File: src/rtl/uirq_pkg.sv
package uirq_pkg;

  // Width of one channel's group inside the status word.
  localparam int unsigned NIB_W  = 4;
  // Position of each source inside a group; software decodes these.
  localparam int unsigned TX_OFS = 0;
  localparam int unsigned RX_OFS = 1;
  // Upper bound on channels for the live-bit helper below.
  localparam int unsigned MAX_CH = 8;

  // Bits of the status word that carry a real source.
  function automatic logic [31:0] live_bits(input int unsigned nch);
    logic [31:0] v;
    v = '0;
    for (int unsigned c = 0; c < MAX_CH; c++) begin
      if (c < nch) begin
        v[c*NIB_W + TX_OFS] = 1'b1;
        v[c*NIB_W + RX_OFS] = 1'b1;
      end
    end
    return v;
  endfunction

endpackage

File: src/rtl/uirq_collect.sv
module uirq_collect
  import uirq_pkg::*;
#(
  parameter int unsigned NUM_CH = 2
) (
  input  logic [NUM_CH-1:0]       tx_rdy,
  input  logic [NUM_CH-1:0]       rx_rdy,
  output logic [NUM_CH*NIB_W-1:0] status
);

  // One group per channel; unused slots tie to zero.
  for (genvar c = 0; c < NUM_CH; c++) begin : g_ch
    for (genvar k = 0; k < NIB_W; k++) begin : g_bit
      if (k == TX_OFS) begin : g_tx
        assign status[c*NIB_W + k] = tx_rdy[c];
      end else if (k == RX_OFS) begin : g_rx
        assign status[c*NIB_W + k] = rx_rdy[c];
      end else begin : g_rsv
        assign status[c*NIB_W + k] = 1'b0;
      end
    end
  end

endmodule

File: src/rtl/uirq_regport.sv
module uirq_regport #(
  parameter int unsigned ADDR_W   = 4,
  parameter int unsigned STAT_W   = 8,
  parameter int unsigned HIT_ADDR = 5
) (
  input  logic              clk,
  input  logic              rst_n,
  input  logic [ADDR_W-1:0] bus_addr,
  input  logic              bus_wr,
  input  logic              bus_rd,
  input  logic [STAT_W-1:0] bus_wdata,
  input  logic [STAT_W-1:0] status,
  output logic [STAT_W-1:0] mask_q,
  output logic [STAT_W-1:0] mask_nxt,
  output logic [STAT_W-1:0] bus_rdata,
  output logic              bus_rvalid
);

  localparam logic [ADDR_W-1:0] HIT = ADDR_W'(HIT_ADDR);

  logic hit;
  assign hit      = (bus_addr == HIT);
  assign mask_nxt = (bus_wr && hit) ? bus_wdata : mask_q;

  always_ff @(posedge clk or negedge rst_n) begin
    if (!rst_n) begin
      mask_q     <= '0;
      bus_rdata  <= '0;
      bus_rvalid <= 1'b0;
    end else begin
      mask_q     <= mask_nxt;
      bus_rvalid <= bus_rd && hit;
      if (bus_rd && hit) begin
        bus_rdata <= status;
      end
    end
  end

  // a decoded read is always answered on the next cycle
  assert_rd_answer_R1: assert property (@(posedge clk) disable iff (!rst_n)
    (bus_rd && hit) |=> bus_rvalid);

  // any other cycle yields no read-valid pulse
  assert_no_stray_rvalid_R6: assert property (@(posedge clk) disable iff (!rst_n)
    !(bus_rd && hit) |=> !bus_rvalid);

  // the mask only moves on a decoded write
  assert_mask_hold_R6: assert property (@(posedge clk) disable iff (!rst_n)
    !(bus_wr && hit) |=> $stable(mask_q));

endmodule

File: src/rtl/uirq_irq_out.sv
module uirq_irq_out #(
  parameter int unsigned STAT_W = 8
) (
  input  logic              clk,
  input  logic              rst_n,
  input  logic [STAT_W-1:0] status,
  input  logic [STAT_W-1:0] mask_nxt,
  output logic              irq_n
);

  // Registered so the line cannot glitch for an edge-sensing receiver.
  always_ff @(posedge clk or negedge rst_n) begin
    if (!rst_n) begin
      irq_n <= 1'b1;
    end else begin
      irq_n <= ~|(status & mask_nxt);
    end
  end

  // with no source active the request is released next edge
  assert_quiet_release_R5: assert property (@(posedge clk) disable iff (!rst_n)
    (status == '0) |=> irq_n);

endmodule

File: src/rtl/uart_irq_hub.sv
module uart_irq_hub
  import uirq_pkg::*;
#(
  parameter int unsigned NUM_CH   = 2,
  parameter int unsigned ADDR_W   = 4,
  parameter int unsigned ISR_ADDR = 5
) (
  input  logic                    clk,
  input  logic                    rst_n,
  input  logic [NUM_CH-1:0]       tx_rdy,
  input  logic [NUM_CH-1:0]       rx_rdy,
  input  logic [ADDR_W-1:0]       bus_addr,
  input  logic                    bus_wr,
  input  logic                    bus_rd,
  input  logic [NUM_CH*NIB_W-1:0] bus_wdata,
  output logic [NUM_CH*NIB_W-1:0] bus_rdata,
  output logic                    bus_rvalid,
  output logic                    irq_n
);

  localparam int unsigned       STAT_W = NUM_CH * NIB_W;
  localparam logic [31:0]       LIVE32 = live_bits(NUM_CH);
  localparam logic [STAT_W-1:0] LIVE   = LIVE32[STAT_W-1:0];
  localparam logic [ADDR_W-1:0] HIT    = ADDR_W'(ISR_ADDR);

  logic [STAT_W-1:0] status;
  logic [STAT_W-1:0] mask_q;
  logic [STAT_W-1:0] mask_nxt;

  uirq_collect #(.NUM_CH(NUM_CH)) collect_i (
    .tx_rdy (tx_rdy),
    .rx_rdy (rx_rdy),
    .status (status)
  );

  uirq_regport #(
    .ADDR_W   (ADDR_W),
    .STAT_W   (STAT_W),
    .HIT_ADDR (ISR_ADDR)
  ) regport_i (
    .clk        (clk),
    .rst_n      (rst_n),
    .bus_addr   (bus_addr),
    .bus_wr     (bus_wr),
    .bus_rd     (bus_rd),
    .bus_wdata  (bus_wdata),
    .status     (status),
    .mask_q     (mask_q),
    .mask_nxt   (mask_nxt),
    .bus_rdata  (bus_rdata),
    .bus_rvalid (bus_rvalid)
  );

  uirq_irq_out #(.STAT_W(STAT_W)) irq_i (
    .clk      (clk),
    .rst_n    (rst_n),
    .status   (status),
    .mask_nxt (mask_nxt),
    .irq_n    (irq_n)
  );

  // reserved positions never appear in returned status
  assert_rsv_zero_R1: assert property (@(posedge clk) disable iff (!rst_n)
    bus_rvalid |-> ((bus_rdata & ~LIVE) == '0));

  // an empty mask that is not being written keeps the line high
  assert_mask_empty_R3: assert property (@(posedge clk) disable iff (!rst_n)
    ((mask_q == '0) && !(bus_wr && (bus_addr == HIT))) |=> irq_n);

  // idle channels release the request
  assert_idle_inputs_R5: assert property (@(posedge clk) disable iff (!rst_n)
    ((tx_rdy == '0) && (rx_rdy == '0)) |=> irq_n);

endmodule

File: config.mk
export PLATFORM = sky130hd
export DESIGN_NAME = uart_irq_hub
export DESIGN_NICKNAME = d
export VERILOG_FILES = /design/src/rtl/uirq_pkg.sv /design/src/rtl/uirq_collect.sv /design/src/rtl/uirq_regport.sv /design/src/rtl/uirq_irq_out.sv /design/src/rtl/uart_irq_hub.sv
export SDC_FILE = /design/constraint.sdc
export NUM_CORES = 1
export LEC_CHECK = 0
export ABC_CLOCK_PERIOD_IN_PS = 900
export BUFFER_PORTS_ARGS = -buffer_cell sky130_fd_sc_hd__clkbuf_2
export CAP_MARGIN = 10
export CORE_AREA = 2 2 39 41
export DETAILED_ROUTE_END_ITERATION = 16
export DIE_AREA = 0 0 41 43
export PLACE_DENSITY = 0.7
export SYNTH_ARGS = -nofsm -noshare
export SYNTH_HDL_FRONTEND = slang
export SYNTH_SLANG_ARGS = --single-unit
File: constraint.sdc
create_clock -name clk -period 0.9 [get_ports clk]
set_input_delay 0.135 -clock clk [delete_from_list [all_inputs] [get_ports clk]]
set_output_delay 0.135 -clock clk [all_outputs]
set_load 0.05 [all_outputs]
---- Word level (Yosys, flattened, before mapping) ----
Cells that the tools add are included.
word-level totals
  output and inout port bits .............. 10
  word-level logic and storage cells ...... 11
  flip-flop bits (word level) ............. 14
cells by class
  reduce and logical (&&, ||, !) cells .... 4
  bitwise gates (word level) .............. 1
  equality and inequality tests ........... 1
  muxes and demuxes ....................... 1
operators by type and width
  operator                                                         count
  6-bit by 8-bit bitwise AND with 8-bit output                     1
  8-bit 2-to-1 mux                                                 1
  8-bit OR reduction                                               1
  4-bit by 3-bit == test with 1-bit output, second input constant  1
  1-bit logical AND                                                2
  1-bit zero test                                                  1

---- Longest topological paths before layout ----
Gate-level depths: netlist of the first run.
  depth in word-level cells ............... 6
  depth in mapped cells ................... 5
  gate-level depth less buffers ........... 4

---- Modules after synthesis ----
Synthesis of the first run repeated with hierarchy kept, for this count alone.
unflattened totals
  cell total of the unflattened synthesis .. 52
  area total of the unflattened synthesis .. 763.2 µm²
by module, submodules not included
  module        times used  area each (µm²)  cells an instance
  uirq_regport  1           634.4            37
  uirq_irq_out  1           65.1             6
  uirq_collect  1           63.8             9

---- Least setup slack after synthesis of the first run ----
No wires, ideal clock.
  kind .................................... input port to flip-flop
  start point ............................. in bus_addr[1]
  end point ............................... reg irq_i.irq_n
  library setup time ...................... 0.097 ns
  slack ................................... -0.188 ns
  path buffers ............................ 1
  arrival ................................. 0.992 ns
  stages on the path ...................... 5
  required time ........................... 0.803 ns
  cell sequence ........................... and4bb_1 -> and2_1 -> buf_4 -> mux2i_1 -> nor4_1
between the ends
  longest elaborated chain between the ends .. 6
ends and longest elaborated chain
  element                                       RTL line            RTL
  start, declared                               uart_irq_hub.sv:12  input logic [ADDR_W-1:0] bus_addr,
  4-bit by 3-bit == test with 1-bit output      uirq_regport.sv:22  assign hit = (bus_addr == HIT);
  1-bit logical AND                             uirq_regport.sv:23  assign mask_nxt = (bus_wr && hit) ? bus_wdata : mask_q;
  8-bit 2-to-1 mux                              uirq_regport.sv:23
  6-bit by 8-bit bitwise AND with 8-bit output  uirq_irq_out.sv:16  irq_n <= ~|(status & mask_nxt);
  8-bit OR reduction                            uirq_irq_out.sv:16
  1-bit zero test                               uirq_irq_out.sv:16
  end signal, assigned                          uirq_irq_out.sv:16
  end, declared                                 uirq_irq_out.sv:8   output logic irq_n
No other way between the ends.
A chain may end at the register's enable or synchronous reset.

---- Worst setup path in the final report of the first run ----
  start point ............................. reg irq_i.irq_n
  end point ............................... out irq_n
RTL lines
  element        RTL line            RTL
  end, declared  uart_irq_hub.sv:18  output logic irq_n
No word-level cell between the ends.

==> run metrics, run 1 <==
status=complete, but fails checks; violated checks=negative setup slack; nets@finish=slightly below 90; Root Buffer=clkbuf_4; Synth Instances=42; Placed Instance Area=just under 600 um2; RSZ-0062 raised after global routing=true; reg2reg path depth=3; crit end category=output port; critical path's largest stage delay=between 500 and 600 ps; IO Port Bufs=21; TritonCTS clock tree=done; worst-path maximum fanout=1; Hold Crit Endpoint=regport_i.mask_q[5]; Post-route DRC=0; setup TNS=-422 ps; H-tree level count=1; Hold Vio Cnt, Final=0; ANT nets after route=0; antenna cells=0; Slowest-stage cell, CP=dfstp_2; top post-synthesis cells by area=dfrtp_1 (46%), mux2_2 (18%), mux2i_1 (8.2%); hold depth=2; deepest clock path buffer count=2; final setup fails=6; die width=roughly 40 um; post-layout instance area=712 um2; max-cap violations=0; Clk Latency, worst-skew pair=260 ps; Vias=approximately 370; VDD IR max=~1.1 mV; Design Power=1.61 mW; Critical R2R Capture=irq_i.irq_n; sequential area share after synthesis=about half; r2r setup slk=about 30 ps; TritonCTS buffer count=3; pin count of the biggest net entering global routing=11; share of layout cells above drive strength 1=between 60 and 70%; Placed Cells=77; Worst Skew=between 2 and 3 ps; Layout Cells excl Fill=82; Layout Area Growth over Synthesis=45.5%; Avg Cell Area, Syn=~12 um2; setup bufs post-CTS=0; wire per inst=about 11 um; final worst-path cycle share=119%; startpoint types=flop; GPL Wtd Cong=approximately 0.66; Worst R2R Start=regport_i.mask_q[5]; Worst Setup Path Type=reg -> out; share of Yosys cell area claimed by the top area cell type=between 40% and 50%; Die Span Y=43 um; Pwr Density=~2300 nW/um2; hold_sp=bus_wdata[5]; DR pass1 iterations=1; Max Slew Vio Count=0; synth unique cells=11; Rows=14; CP arrival=930 ps; LEAKAGE=0.351 nW; Hold Crit Class=in -> reg; first-pass GRT wire length=roughly 1.5 mm; via-per-instance ratio=~4.5; post-synthesis register bit count=10; io pins=30; synthesized cell area=489 um2; Core Area=about 1400 um2; total grt overflow=0; Synth Warn #=0; Die Area=roughly 1800 um2; First DRT Iteration DRCs=0; starting utilization of the core area=a little over a third; setup ws final=-169 ps; Placement Setup Slack=-381 ps; clk sinks=10; detailed-route wire length=between 800 and 900 um; critical path's top delay family=flip-flops; Crit path buffers/inverters=1; vias in the first global route=between 300 and 400; total track usage=between 10% and 20%; Reg clk slew, reported paths=around 60 ps; Final Critical Period=about 1100 ps; Max Freq=around 940 MHz; critical path required time=about 760 ps; initial antenna violation count=0; CP Cell Sequence=buf_8; cell taking the most area after synthesis=dfrtp_1
==> report_power, final <==
part	internal [mW]	switching [mW]	leakage [nW]
sequential	0.565	0.0645	0.118
combinational	0.267	0.330	0.212
clock	0.245	0.143	0.0210
==> how the worst max path moves through the flow <==
| stage | from | slack [ps] | cells after the start | to |
|---|---|---|---|---|
| after global routing | irq_i.irq_n | -210 | 1 | irq_n |
| final | irq_i.irq_n | -170 | 1 | irq_n |
| after detailed placement | bus_addr[1] | -380 | 5 | irq_i.irq_n |
| after global placement | bus_addr[1] | -320 | 5 | irq_i.irq_n |
| after CTS | irq_i.irq_n | -200 | 1 | irq_n |
| after floorplan | bus_addr[1] | -160 | 5 | irq_i.irq_n |
==> layout make-up <==
cell class | count | area, um2
tap | 16 | 20.0
inverter | 1 | 3.75
clock buffer | 4 | 36.3
timing repair buffer | 22 | 175
sequential | 10 | 256
fill | 133 | 672
multi-input combinational | 29 | 220
==> cell usage in the layout, fill, tap and decap left out <==
cell and instances:
inv_1 1, dfstp_2 1, nor4_2 1, conb_1 4, dlygate4sd3_1 1, dfrtp_1 5
and2_4 1, mux2i_1 3, dfrtp_2 4, and4bb_1 1, buf_8 6, nand2_1 10
clkbuf_2 15, clkbuf_4 3, clkbuf_8 1, mux2_2 8, mux2i_2 1
==> cells in the mapped netlist, drive strengths merged <==
cell type  count
and2           1
and4bb         1
buf            5
conb           1
dfrtp          9
dfstp          1
inv            1
mux2           8
mux2i          4
nand2         10
nor4           1
==> registers in the layout (all words and copies together), names as in the netlist <==
signal,flops
regport_i.bus_rdata,4
irq_i.irq_n,1
regport_i.mask_q,4
regport_i.bus_rvalid,1
==> logic make-up after synthesis <==
group,count (synthesis),synth area share (%)
AND/OR/NAND/NOR,13,12.8
other,1,0.767
flip-flops,10,51.4
multiplexers,12,26.6
buffers and inverters,6,8.44
==> metrics by stage <==
step / hold slack (ps) / util, %
floorplan: -161 / -
global placement: 12.7 / 42.9
detailed placement: 15.5 / 42.9
CTS: 116 / 50.2
global route: 114 / 51.4
finish: 124 / 51.4
==> routing by layer <==
metal,track usage [%],part of all wire [%]
met1,14.2,38
met5,0,0
met2,19.7,54
met4,0,0
met3,9.42,7.8
==> what timing repair did <==
action                                  4_1_cts  5_1_grt
resized for setup                            14        8
endpoints found under the setup margin        7        7
hold buffers                                  1        0
pin swaps                                     1        3
hold endpoints to repair                     10        0
Power figures use the tool's default switching activity.
==> inputs of run 2 (changes only) <==
ABC_AREA = 1   (was unset)
PLACE_DENSITY = 0.72   (was 0.7)
==> run 2 against run 1 <==
  * The flow still finishes with violations (negative setup slack)
  * First-iteration DRC count is 8 higher
  * Sequential share of layout area is 2.2 points lower
  * Worst setup slack better by 7.2 ps
  * Die area stayed put
  * Clock power is 18% lower
  * Critical path depth stayed put
  * Hold slack worse by 29 ps
  * Count of clock-buffer cells in the layout stayed put
  * Largest power group unchanged
==> run metrics, run 2 <==
WL met1=446 um (+34%); GPL Wtd Cong=0.813 (+22%); Layout fillers=136 (+2.3%); Post-route DRC=0 (unchanged); critical path required time=760 ps (about the same); WL met2=505 um (+7.9%); LEAKAGE=0.421 nW (+20%); total grt overflow=0 (unchanged); ys async rst share=100% (unchanged); deepest clock path buffer count=2 (unchanged); Slowest-stage cell, CP=dfstp_2; Core Area=1380 um2 (unchanged); Reg clk slew, reported paths=70 ps (about the same); top post-synthesis cells by area=dfrtp_1 (44%), nand2_1 (14%), inv_1 (6.6%); antenna cells=0 (unchanged); violated checks=negative setup slack; worst-path maximum fanout=1 (unchanged); Synth Instances=60 (+43%); vias in the first global route=421 (+18%); io pins=30 (unchanged); wire per inst=9.98 um (-5.9%); via-per-instance ratio=4.27 (-4.9%); Design Power=1.48 mW (-8.6%); critical path's top delay family=flip-flops; first-pass GRT wire length=1.61 mm (+11%); Vias=448 (+22%); Post-synth top cells=nand2_1 (19), dfrtp_1 (9), inv_1 (9); post-synthesis register bit count=10 (unchanged); Avg Cell Area, Syn=8.51 um2 (-27%); ANT nets after route=0 (unchanged); detailed-route wire length=1.05 mm (+20%); most frequent cells in the layout=nand2_1 (19), clkbuf_2 (15), inv_1 (9), dfrtp_1 (9), buf_8 (6); setup ws final=-162 ps (+7.22 ps); starting utilization of the core area=36.9% (+1.5 points); total track usage=14.0% (+1.4 points); post-DP HPWL=roughly 790 um; Layout Area Growth over Synthesis=45.6% (about the same); Critical Path Source=irq_i.irq_n; First DRT Iteration DRCs=8 (+8); final worst-path cycle share=118% (-0.80 points); hold_sp=tx_rdy[0]; Worst Setup Path Type=reg -> out; final setup fails=6 (unchanged); Clk Latency, worst-skew pair=250 ps (about the same); Worst Skew=0.185 ps (-2.39 ps); synthesized cell area=510 um2 (+4.3%); Die Span Y=43 um (unchanged); Hold Vio Cnt, Final=0 (unchanged); die width=41 um (unchanged); H-tree level count=1 (unchanged); Die Area=1760 um2 (unchanged); number of synthesized flops with an enable pin=0 (unchanged); initial antenna violation count=0 (unchanged); cell taking the most area after synthesis=dfrtp_1; pin count of the biggest net entering global routing=11 (unchanged); Worst R2R Start=regport_i.bus_rdata[0]; Crit path buffers/inverters=1 (unchanged); Rows=14 (unchanged); synth unique cells=15 (+4); Pwr Density=1990 nW/um2 (-12%); max-cap violations=0 (unchanged); RSZ-0062 raised after global routing=true; worst hold slack=94.7 ps (-28.9 ps); share of Yosys cell area claimed by the top area cell type=44.1% (-1.9 points); critical path's largest stage delay=530 ps (about the same); Root Buffer=clkbuf_4; DR pass1 iterations=4 (+3); IO Port Bufs=21 (unchanged); cell with the most instances after synthesis=nand2_1; crit end category=output port; share of layout cells above drive strength 1=38.2% (-24 points); Hold Crit Class=in -> reg; sequential area share after synthesis=49.3% (-2.1 points); Top Registers=regport_i.bus_rdata x4, regport_i.mask_q x4; Synth Flop Type=dfrtp_1; Max Freq=941 MHz (+0.68%); CP arrival=930 ps (about the same); Top Metal Used=met4; clk sinks=10 (unchanged); TritonCTS clock tree=done; Max Slew Vio Count=0 (unchanged); CP Cell Sequence=buf_8; startpoint types=flop; status=complete, but fails checks; Final Critical Period=1060 ps (-7.22 ps); Synth Warn #=0 (unchanged); commonest non-fill, non-tap cell in the layout=nand2_1; met3 routed WL=74 um (+8.8%); TritonCTS buffer count=3 (unchanged); VDD IR max=0.688 mV (-38%); nets@finish=110 (+26%)
## run 2: cell count changes after synthesis, moves of 2 or more
cell	previous run	this run
mux2i_1	4	0
nand4_1	0	4
inv_1	1	9
nand3_1	0	4
mux2_2	8	0
nand2_1	10	19
and2_1	1	3
## run 2: final timing paths
check	cells after the start	endpoint	slack [ps]
min reg2reg	2	regport_i.bus_rdata[1]	530
min	3	regport_i.bus_rdata[0]	90
max reg2reg	4	regport_i.bus_rdata[0]	20
min in group asynchronous	2	regport_i.bus_rvalid	260
max	1	irq_n	-160
max in group asynchronous	2	irq_i.irq_n	370
## run 2: through the flow
| stage | utilization (%) | worst slack [ps] | std cells | cell area (um2) | setup TNS [ps] |
|---|---|---|---|---|---|
| 2_1_floorplan | - | 64.4 | 63 | 522 | 0 |
| 3_3_place_gp | 44.6 | 2.30 | 96 | 617 | 0 |
| 3_5_place_dp | 44.6 | -22.3 | 96 | 617 | -30.7 |
| 4_1_cts | 52.1 | -190 | 103 | 721 | -478 |
| 5_1_grt | 53.7 | -192 | 105 | 743 | -600 |
| 6_report | 53.7 | -162 | 105 | 743 | -428 |
## run 2: routing by layer
layer | vias up | GRT usage [%]
li1 | 232 | -
met2 | 21 | 19.4
met1 | 191 | 17.8
met5 | - | 0
met3 | 4 | 5.24
met4 | 0 | 8.00
## run 2: power breakdown
group / total (mW) / leakage, nW / switching, mW / internal [mW]
registers: 0.582 / 0.117 / 0.0485 / 0.534
clock network: 0.317 / 0.0150 / 0.146 / 0.171
logic: 0.577 / 0.288 / 0.328 / 0.249
total: 1.48 / 0.421 / 0.522 / 0.954
## run 2: logic make-up (layout without fill, tap and decap cells)
kind of cell / count (synthesis) / after routing / share of synthesized area [%]
and+or+nand+nor: 35 / 35 / 36.3
buffers and inverters: 14 / 40 / 13.7
DFF: 10 / 10 / 49.3
other: 1 / 4 / 0.735
## run 2: cell type report
| cell class | count | area (um2) | share of cell area [%] |
|---|---|---|---|
| Clock buffer | 4 | 26.3 | 3.54 |
| Multi-Input combinational cell | 39 | 200 | 26.9 |
| Timing Repair Buffer | 26 | 205 | 27.6 |
| Inverter | 10 | 40.0 | 5.39 |
| Sequential cell | 10 | 251 | 33.8 |
| Tap cell | 16 | 20.0 | 2.69 |
## run 2: timing repair
action | 4_1_cts | 5_1_grt
gates resized for setup | 12 | 6
hold buffers | 1 | 0
endpoints found under the setup margin | 6 | 6
endpoints found under the hold margin | 10 | 0
setup buffers | 2 | 2
